[src/rtl/irqc_pkg.sv]
// Package: shared constants, address map and register decode for the
// interrupt controller. Assumes a 12-bit byte address with word alignment.
package irqc_pkg;
    localparam int BUS_W       = 32;
    localparam int ADDR_W      = 12;
    localparam int PRIO_W      = 8;
    localparam int LANE_PER_W  = BUS_W / PRIO_W;
    localparam int ID_FIELD_W  = 10;
    localparam int CPU_FIELD_W = 3;
    localparam logic [ID_FIELD_W-1:0] SPURIOUS_ID = 10'd1023;

    localparam logic [ADDR_W-1:0] A_DIST_CTRL = 12'h000;
    localparam logic [ADDR_W-1:0] A_TYPE      = 12'h004;
    localparam logic [ADDR_W-1:0] A_SET_BASE  = 12'h100;
    localparam logic [ADDR_W-1:0] A_CLR_BASE  = 12'h180;
    localparam logic [ADDR_W-1:0] A_PRIO_BASE = 12'h200;
    localparam logic [ADDR_W-1:0] A_PRIO_END  = 12'h600;
    localparam logic [ADDR_W-1:0] A_CPU_CTRL  = 12'h800;
    localparam logic [ADDR_W-1:0] A_PMASK     = 12'h804;
    localparam logic [ADDR_W-1:0] A_ACK       = 12'h808;
    localparam logic [ADDR_W-1:0] A_EOI       = 12'h80C;

    typedef enum logic [3:0] {
        RG_NONE, RG_DIST_CTRL, RG_TYPE, RG_SET, RG_CLR, RG_PRIO,
        RG_CPU_CTRL, RG_PMASK, RG_ACK, RG_EOI
    } region_e;

    // Map a byte address to the register region it selects.
    function automatic region_e decode_region(input logic [ADDR_W-1:0] a);
        region_e r;
        r = RG_NONE;
        if (a[1:0] == 2'b00) begin
            if (a == A_DIST_CTRL)                      r = RG_DIST_CTRL;
            else if (a == A_TYPE)                      r = RG_TYPE;
            else if (a[11:7] == A_SET_BASE[11:7])      r = RG_SET;
            else if (a[11:7] == A_CLR_BASE[11:7])      r = RG_CLR;
            else if (a >= A_PRIO_BASE && a < A_PRIO_END) r = RG_PRIO;
            else if (a == A_CPU_CTRL)                  r = RG_CPU_CTRL;
            else if (a == A_PMASK)                     r = RG_PMASK;
            else if (a == A_ACK)                       r = RG_ACK;
            else if (a == A_EOI)                       r = RG_EOI;
        end
        return r;
    endfunction
endpackage

[src/rtl/irqc_enable_bank.sv]
// Module: per-line enable bits, packed 32 per word.
// A set write ORs ones in and a clear write removes ones. Assumes at most
// one of set_we / clr_we is high in a cycle (distinct addresses).
module irqc_enable_bank #(
    parameter int NUM_WORDS = 2,
    localparam int LINES    = NUM_WORDS * 32,
    localparam int IDX_W    = 5
) (
    input  logic             clk,
    input  logic             rst_n,
    input  logic             set_we,
    input  logic             clr_we,
    input  logic [IDX_W-1:0] word_idx,
    input  logic [31:0]      wdata,
    output logic [LINES-1:0] en
);
    // Apply set or clear to the addressed enable word.
    always_ff @(posedge clk) begin
        if (!rst_n) begin
            en <= '0;
        end else begin
            for (int w = 0; w < NUM_WORDS; w++) begin
                if (int'(word_idx) == w) begin
                    if (set_we)      en[w*32 +: 32] <= en[w*32 +: 32] | wdata;
                    else if (clr_we) en[w*32 +: 32] <= en[w*32 +: 32] & ~wdata;
                end
            end
        end
    end
endmodule

[src/rtl/irqc_prio_bank.sv]
// Module: 8-bit priority per line, four lines per 32-bit word.
// Line i occupies byte i%4 of word i/4. Writes past the last word are dropped.
module irqc_prio_bank
    import irqc_pkg::*;
#(
    parameter int LINES      = 64,
    localparam int PWORDS    = LINES / LANE_PER_W,
    localparam int IDX_W     = 8
) (
    input  logic                    clk,
    input  logic                    rst_n,
    input  logic                    we,
    input  logic [IDX_W-1:0]        word_idx,
    input  logic [31:0]             wdata,
    output logic [LINES*PRIO_W-1:0] prio_flat
);
    // Store a whole priority word when it is addressed.
    always_ff @(posedge clk) begin
        if (!rst_n) begin
            prio_flat <= '0;
        end else if (we) begin
            for (int k = 0; k < PWORDS; k++) begin
                if (int'(word_idx) == k) prio_flat[k*32 +: 32] <= wdata;
            end
        end
    end
endmodule

[src/rtl/irqc_select_tree.sv]
// Module: balanced comparison tree picking the eligible line with the
// lowest priority value; on equal values the lower line number wins.
// Assumes LINES >= 2. Purely combinational.
module irqc_select_tree
    import irqc_pkg::*;
#(
    parameter int LINES   = 64,
    localparam int ID_W   = $clog2(LINES),
    localparam int PAD    = 1 << ID_W,
    localparam int NODES  = 2 * PAD - 1
) (
    input  logic [LINES-1:0]        elig,
    input  logic [LINES*PRIO_W-1:0] prio_flat,
    output logic                    cand_valid,
    output logic [ID_W-1:0]         cand_id
);
    logic              nv [NODES];
    logic [PRIO_W-1:0] np [NODES];
    logic [ID_W-1:0]   ni [NODES];

    genvar g;
    // Leaves: one per line, padding leaves never valid.
    for (g = 0; g < PAD; g++) begin : g_leaf
        if (g < LINES) begin : g_real
            assign nv[PAD-1+g] = elig[g];
            assign np[PAD-1+g] = prio_flat[g*PRIO_W +: PRIO_W];
        end else begin : g_pad
            assign nv[PAD-1+g] = 1'b0;
            assign np[PAD-1+g] = '1;
        end
        assign ni[PAD-1+g] = ID_W'(g);
    end

    // Inner nodes: the left child holds lower numbers and wins ties.
    for (g = 0; g < PAD - 1; g++) begin : g_node
        logic take_left;
        assign take_left = nv[2*g+1] && (!nv[2*g+2] || np[2*g+1] <= np[2*g+2]);
        assign nv[g] = nv[2*g+1] || nv[2*g+2];
        assign np[g] = take_left ? np[2*g+1] : np[2*g+2];
        assign ni[g] = take_left ? ni[2*g+1] : ni[2*g+2];
    end

    assign cand_valid = nv[0];
    assign cand_id    = ni[0];
endmodule

[src/rtl/irqc_cpu_port.sv]
// Module: processor-side handshake. Tracks active lines, forms the
// acknowledge word, retires lines on end-of-interrupt and drives irq_o.
// Assumes cand_id names a line that is not active whenever cand_valid is 1.
module irqc_cpu_port
    import irqc_pkg::*;
#(
    parameter int LINES  = 64,
    localparam int ID_W  = $clog2(LINES)
) (
    input  logic                  clk,
    input  logic                  rst_n,
    input  logic                  deliver_ok,
    input  logic                  ack_rd,
    input  logic                  eoi_wr,
    input  logic [ID_FIELD_W-1:0] eoi_id,
    input  logic                  cand_valid,
    input  logic [ID_W-1:0]       cand_id,
    output logic                  ack_take,
    output logic [31:0]           ack_word,
    output logic [LINES-1:0]      active,
    output logic                  irq_o
);
    logic [LINES-1:0] set_v;
    logic [LINES-1:0] clr_v;

    assign ack_take = ack_rd && deliver_ok && cand_valid;

    // Acknowledge word: line number, processor number zero, or spurious.
    always_comb begin
        ack_word = '0;
        ack_word[ID_FIELD_W-1:0] = ack_take ? ID_FIELD_W'(cand_id) : SPURIOUS_ID;
    end

    // One-hot claim and retire vectors.
    always_comb begin
        for (int i = 0; i < LINES; i++) begin
            set_v[i] = ack_take && (int'(cand_id) == i);
            clr_v[i] = eoi_wr && (int'(eoi_id) == i);
        end
    end

    // Active state: a claim in the same cycle outranks a retire.
    always_ff @(posedge clk) begin
        if (!rst_n) active <= '0;
        else        active <= (active & ~clr_v) | set_v;
    end

    // Registered request to the processor.
    always_ff @(posedge clk) begin
        if (!rst_n) irq_o <= 1'b0;
        else        irq_o <= deliver_ok && cand_valid;
    end
endmodule

[src/rtl/irqc_top.sv]
// Module: interrupt controller top. Decodes the register bus, holds the
// two control flags and the mask, qualifies lines and registers read data.
// Assumes NUM_WORDS between 1 and 31 and one bus access of each kind per cycle.
module irqc_top
    import irqc_pkg::*;
#(
    parameter int NUM_WORDS = 2,
    localparam int LINES    = NUM_WORDS * 32,
    localparam int ID_W     = $clog2(LINES),
    localparam int PWORDS   = LINES / LANE_PER_W
) (
    input  logic              clk,
    input  logic              rst_n,
    input  logic              bus_wr,
    input  logic              bus_rd,
    input  logic [11:0]       bus_addr,
    input  logic [31:0]       bus_wdata,
    output logic [31:0]       bus_rdata,
    input  logic [LINES-1:0]  irq_lines,
    output logic              irq_o
);
    region_e                 region;
    logic [4:0]              en_idx;
    logic [11:0]             prio_off;
    logic [7:0]              prio_idx;
    logic                    dist_en;
    logic                    cpu_en;
    logic [PRIO_W-1:0]       pmask;
    logic [LINES-1:0]        en;
    logic [LINES*PRIO_W-1:0] prio_flat;
    logic [LINES-1:0]        elig;
    logic [LINES-1:0]        active;
    logic                    cand_valid;
    logic [ID_W-1:0]         cand_id;
    logic                    ack_take;
    logic [31:0]             ack_word;
    logic [31:0]             rd_mux;

    assign region   = decode_region(bus_addr);
    assign en_idx   = bus_addr[6:2];
    assign prio_off = bus_addr - A_PRIO_BASE;
    assign prio_idx = prio_off[9:2];

    // Control flags and priority mask.
    always_ff @(posedge clk) begin
        if (!rst_n) begin
            dist_en <= 1'b0;
            cpu_en  <= 1'b0;
            pmask   <= '0;
        end else if (bus_wr) begin
            if (region == RG_DIST_CTRL) dist_en <= bus_wdata[0];
            if (region == RG_CPU_CTRL)  cpu_en  <= bus_wdata[0];
            if (region == RG_PMASK)     pmask   <= bus_wdata[PRIO_W-1:0];
        end
    end

    irqc_enable_bank #(.NUM_WORDS(NUM_WORDS)) u_enables (
        .clk      (clk),
        .rst_n    (rst_n),
        .set_we   (bus_wr && region == RG_SET),
        .clr_we   (bus_wr && region == RG_CLR),
        .word_idx (en_idx),
        .wdata    (bus_wdata),
        .en       (en)
    );

    irqc_prio_bank #(.LINES(LINES)) u_prios (
        .clk       (clk),
        .rst_n     (rst_n),
        .we        (bus_wr && region == RG_PRIO),
        .word_idx  (prio_idx),
        .wdata     (bus_wdata),
        .prio_flat (prio_flat)
    );

    // Per-line qualification: pending, enabled, not active, under the mask.
    genvar gl;
    for (gl = 0; gl < LINES; gl++) begin : g_elig
        assign elig[gl] = irq_lines[gl] && en[gl] && !active[gl]
                          && (prio_flat[gl*PRIO_W +: PRIO_W] < pmask);
    end

    irqc_select_tree #(.LINES(LINES)) u_select (
        .elig       (elig),
        .prio_flat  (prio_flat),
        .cand_valid (cand_valid),
        .cand_id    (cand_id)
    );

    irqc_cpu_port #(.LINES(LINES)) u_cpu (
        .clk        (clk),
        .rst_n      (rst_n),
        .deliver_ok (dist_en && cpu_en),
        .ack_rd     (bus_rd && region == RG_ACK),
        .eoi_wr     (bus_wr && region == RG_EOI),
        .eoi_id     (bus_wdata[ID_FIELD_W-1:0]),
        .cand_valid (cand_valid),
        .cand_id    (cand_id),
        .ack_take   (ack_take),
        .ack_word   (ack_word),
        .active     (active),
        .irq_o      (irq_o)
    );

    // Read data selection for the addressed register.
    always_comb begin
        rd_mux = '0;
        unique case (region)
            RG_DIST_CTRL: rd_mux[0] = dist_en;
            RG_CPU_CTRL:  rd_mux[0] = cpu_en;
            RG_PMASK:     rd_mux[PRIO_W-1:0] = pmask;
            RG_TYPE:      rd_mux[4:0] = 5'(NUM_WORDS - 1);
            RG_ACK:       rd_mux = ack_word;
            RG_SET, RG_CLR: begin
                for (int w = 0; w < NUM_WORDS; w++)
                    if (int'(en_idx) == w) rd_mux = en[w*32 +: 32];
            end
            RG_PRIO: begin
                for (int k = 0; k < PWORDS; k++)
                    if (int'(prio_idx) == k) rd_mux = prio_flat[k*32 +: 32];
            end
            default: rd_mux = '0;
        endcase
    end

    // Registered read data, one cycle after the strobe.
    always_ff @(posedge clk) begin
        if (!rst_n)      bus_rdata <= '0;
        else if (bus_rd) bus_rdata <= rd_mux;
    end
endmodule

[config.mk]
export PLATFORM = sky130hd
export DESIGN_NAME = irqc_top
export DESIGN_NICKNAME = d
export VERILOG_FILES = /design/src/rtl/irqc_pkg.sv /design/src/rtl/irqc_enable_bank.sv /design/src/rtl/irqc_prio_bank.sv /design/src/rtl/irqc_select_tree.sv /design/src/rtl/irqc_cpu_port.sv /design/src/rtl/irqc_top.sv
export SDC_FILE = /design/constraint.sdc
export NUM_CORES = 2
export LEC_CHECK = 0
export CAP_MARGIN = 20
export CORE_MARGIN = 2
export CORE_UTILIZATION = 39
export CTS_BUF_LIST = sky130_fd_sc_hd__clkbuf_8
export DETAILED_ROUTE_END_ITERATION = 8
export GPL_ROUTABILITY_DRIVEN = 0
export PLACE_DENSITY_LB_ADDON = 0.05
export SLEW_MARGIN = 20
export SYNTH_ARGS = -nofsm -noshare
export SYNTH_HDL_FRONTEND = slang
export SYNTH_HIERARCHICAL = 1
export SYNTH_SLANG_ARGS = --single-unit
export TNS_END_PERCENT = 1
[constraint.sdc]
create_clock -name clk -period 42.5 [get_ports clk]
set_input_delay 8.5 -clock clk [delete_from_list [all_inputs] [get_ports clk]]
set_output_delay 8.5 -clock clk [all_outputs]
set_load 0.005 [all_outputs]
==> impl_metrics.py <==
metrics = {
    "drt": {
        "vias_per_cell": 6.53,
        "drt-initial-drc-count": 9028,
        "wl_mm": 350,
        "firstDrtPassIters": 8,
        "drc": 0,
        "drtAntennaViolNets": 0,
        "wl_per_cell_um": 36.6,
        "via_count": 62447,
    },
    "global_route": {
        "antenna_found_initial": 59,
        "grt_pass1_wl_mm": 474,
        "grt_pass1_vias": 57013,
        "track_usage_pct": 41.7,
        "overflow": 0,
        "busiest_layer": "met2",
        "grt_max_degree": 149,
        "groute.layer.met3.usage_pct": 13.1,
        "met2_usage_pct": 60.0,
        "use_met1_pct": 52.6,
    },
    "sta": {
        "finalCriticalPeriod_ns": 23.58,
        "fmax_mhz": 42.4,
        "tns_ns": 0,
        "worstMarginPinSlew_ns": 1.44,
        "hold_slack_ns": 0.460,
        "setup_viol": 0,
        "post-route-period-util_pct": 55.5,
        "hold_viol_final": 0,
        "grt_setup_unrepaired": "false",
        "skew_ns": 0.0720,
        "final_max_slew_viol_count": 0,
        "relSlewSlack_pct": 2.98,
        "fin_ws_ns": 18.92,
    },
    "floorplanning": {
        "dieArea_um2": 162000,
        "coreArea_um2": 158000,
        "start_util_pct": 39.2,
        "die_y_um": 402,
        "io_pins": 145,
        "rows": 146,
        "die_w_um": 402,
    },
    "worst_setup_path": {
        "critPathKind": "primary input to flop",
        "critPathMaxFanout": 22,
        "cpMostUsedCell": "o21a_1",
        "cpMaxStageDelayCell": "and2_1",
        "crit_path_start_kind": "primary input",
        "cp.arrival_ns": 24.39,
        "worstPathRequired_ns": 43.31,
        "r2r.worst_path.cells": 69,
        "endpoint_kind": "flop",
        "crit_path_max_incr_delay_ns": 0.92,
    },
    "final_layout": {
        "stdcell_area_um2": 68700,
        "final_cells": 9565,
        "fin_util_pct": 43.6,
        "final_layout_size_suffix_gt1_share_pct": 8.64,
        "area_growth_pct": 11.2,
        "nets": 8428,
    },
    "logic_synthesis": {
        "postSynth.asyncResetShare_pct": 0,
        "ys_types": 116,
        "synth_top_area_share_pct": 22.1,
        "synth_area_leaders": "dfxtp_1 22%, ha_1 19%, mux2i_1 14%",
        "synth-seq-area-share_pct": 22.1,
        "ys.flop_type": "dfxtp_1",
        "synth_area_um2": 61800,
        "synth-seq-cells": 683,
        "yosysTopAreaCell": "dfxtp_1",
        "synth-edff-count": 0,
        "synthCells": 7302,
        "syn-mean-instance-area_um2": 8.47,
        "yosys_warnings": 6,
    },
    "clocking": {
        "hold_buffers": 0,
        "clk_pin_slew_worst_paths_ns": 0.06,
        "ctsHtreeMaxLevel": 4,
        "cts_root_buffer": "clkbuf_8",
        "cts_setup_buffers": 0,
        "clockBufferDepth": 3,
        "cts.sinks": 683,
        "cts_buffers": 142,
        "clock_latency_ns": 0.99,
        "cts_tree": "yes",
        "ctsResizeCount": 0,
    },
    "placed_design": {
        "pre_cts_ws_ns": 18.61,
        "hpwl_mm": 260,
        "io_buffers": 144,
        "placedInstanceArea_um2": 65600,
        "placed_cells": 9296,
    },
    "pwr": {
        "irDropWorstVdd_v": 0.0000347,
        "p_per_area_nw_per_um2": 22.5,
        "finalPower_mw": 1.55,
        "leakage_nw": 28.4,
    },
    "status": {
        "status": "finished, final reports clean",
    },
    "flow_run": {
        "drv_cap": 0,
    },
    "worst_hold_path": {
        "holdPathStages": 2,
        "hold_path_class": "flop to flop",
    },
}
## kinds of logic after synthesis
| kind of cell | synth area share, % |
|---|---|
| buffers and inverters | 5.72 |
| muxes | 16.3 |
| AOI/OAI and AO/OA | 19.9 |
| and+or+nand+nor | 16.8 |
| adders and majority gates | 19.2 |
| other | 0.00607 |
| DFF | 22.1 |
## report_power, final
group	switching (mW)	internal, mW
clock	0.365	0.426
sequential	0.000456	0.641
combinational	0.0923	0.0246
total	0.458	1.09
## critical path: cells and delay by family
kind | cells | cell delay [ns]
simple gates | 12 | 4.49
buf+inv | 5 | 1.41
compound gates | 36 | 7.16
fa+ha+maj | 5 | 1.52
mux | 4 | 1.28
## state kept, by name, summed over array words and instances, names as in the netlist, named ones only
signal             count
u_cpu/irq_o            1
dist_en                1
cpu_en                 1
pmask                  8
u_cpu/active          64
bus_rdata             32
u_prios/prio_flat    512
## Yosys cell counts (19+ instances only)
library cell and count:
ha_1 945, nand2_1 941, mux2i_1 868, dfxtp_1 683, inv_1 438, a21o_1 395
nor2_1 343, a21oi_1 258, clkbuf_1 235, o21ai_0 203, nand3_1 193, nand4_1 135
a31oi_1 108, nand2b_1 102, buf_2 82, mux2_2 81, a22oi_1 76, a32o_1 71
o21a_1 70, nor3_1 65, nor2b_1 63, o22ai_1 61, a211oi_1 56, buf_1 49
o211ai_1 44, o311ai_0 37, and2_1 32, nor4b_1 32, o41ai_1 32, buf_4 30
o31ai_1 29, and3_1 28, nor4_1 27, a221oi_1 25, a22o_1 25, a21boi_0 22
mux4_2 19, o221ai_1 19
## layout by cell type (no fill, tap or decap), types with 55 or more instances in the layout
cell type,Yosys,final
nand4_1,135,135
a22oi_1,76,76
mux2_2,81,81
inv_1,438,465
a211oi_1,56,56
nand3_1,193,192
a32o_1,71,71
buf_4,30,168
o21ai_0,203,199
a31oi_1,108,107
clkdlybuf4s50_1,0,139
ha_1,945,945
nor3_1,65,55
o22ai_1,61,61
mux2i_1,868,868
o21a_1,70,70
dfxtp_1,683,682
a21oi_1,258,258
nor2b_1,63,62
a21o_1,395,395
nand2b_1,102,102
nand2_1,941,939
clkbuf_8,0,183
nor2_1,343,341
## area by class of cell
class                      instances  area (µm²)
timing repair buffer             314        2740
clock inverter                    68         581
multi-input combinational       5788       44900
fill                           15673       89100
antenna                           16        40.0
inverter                         442        1670
tap                             2072        2590
sequential                       683       13700
clock buffer                     182        2500
## routing by layer
| metal | vias up | share of wire, % |
|---|---|---|
| met3 | 1095 | 11 |
| met5 | - | 0.13 |
| met2 | 3902 | 41 |
| li1 | 27103 | - |
| met4 | 52 | 8.4 |
| met1 | 30295 | 40 |
## path summary, 6_finish.rpt
| path | from | end | slack [ns] |
|---|---|---|---|
| setup / recovery | irq_lines[29] | bus_rdata[0] | 18.92 |
| hold / removal | bus_rdata[27] | bus_rdata[27] | 0.46 |
| setup reg to reg | pmask[1] | bus_rdata[0] | 24.04 |
| hold reg to reg | bus_rdata[27] | bus_rdata[27] | 0.46 |
(Power assumes the default switching activity.)
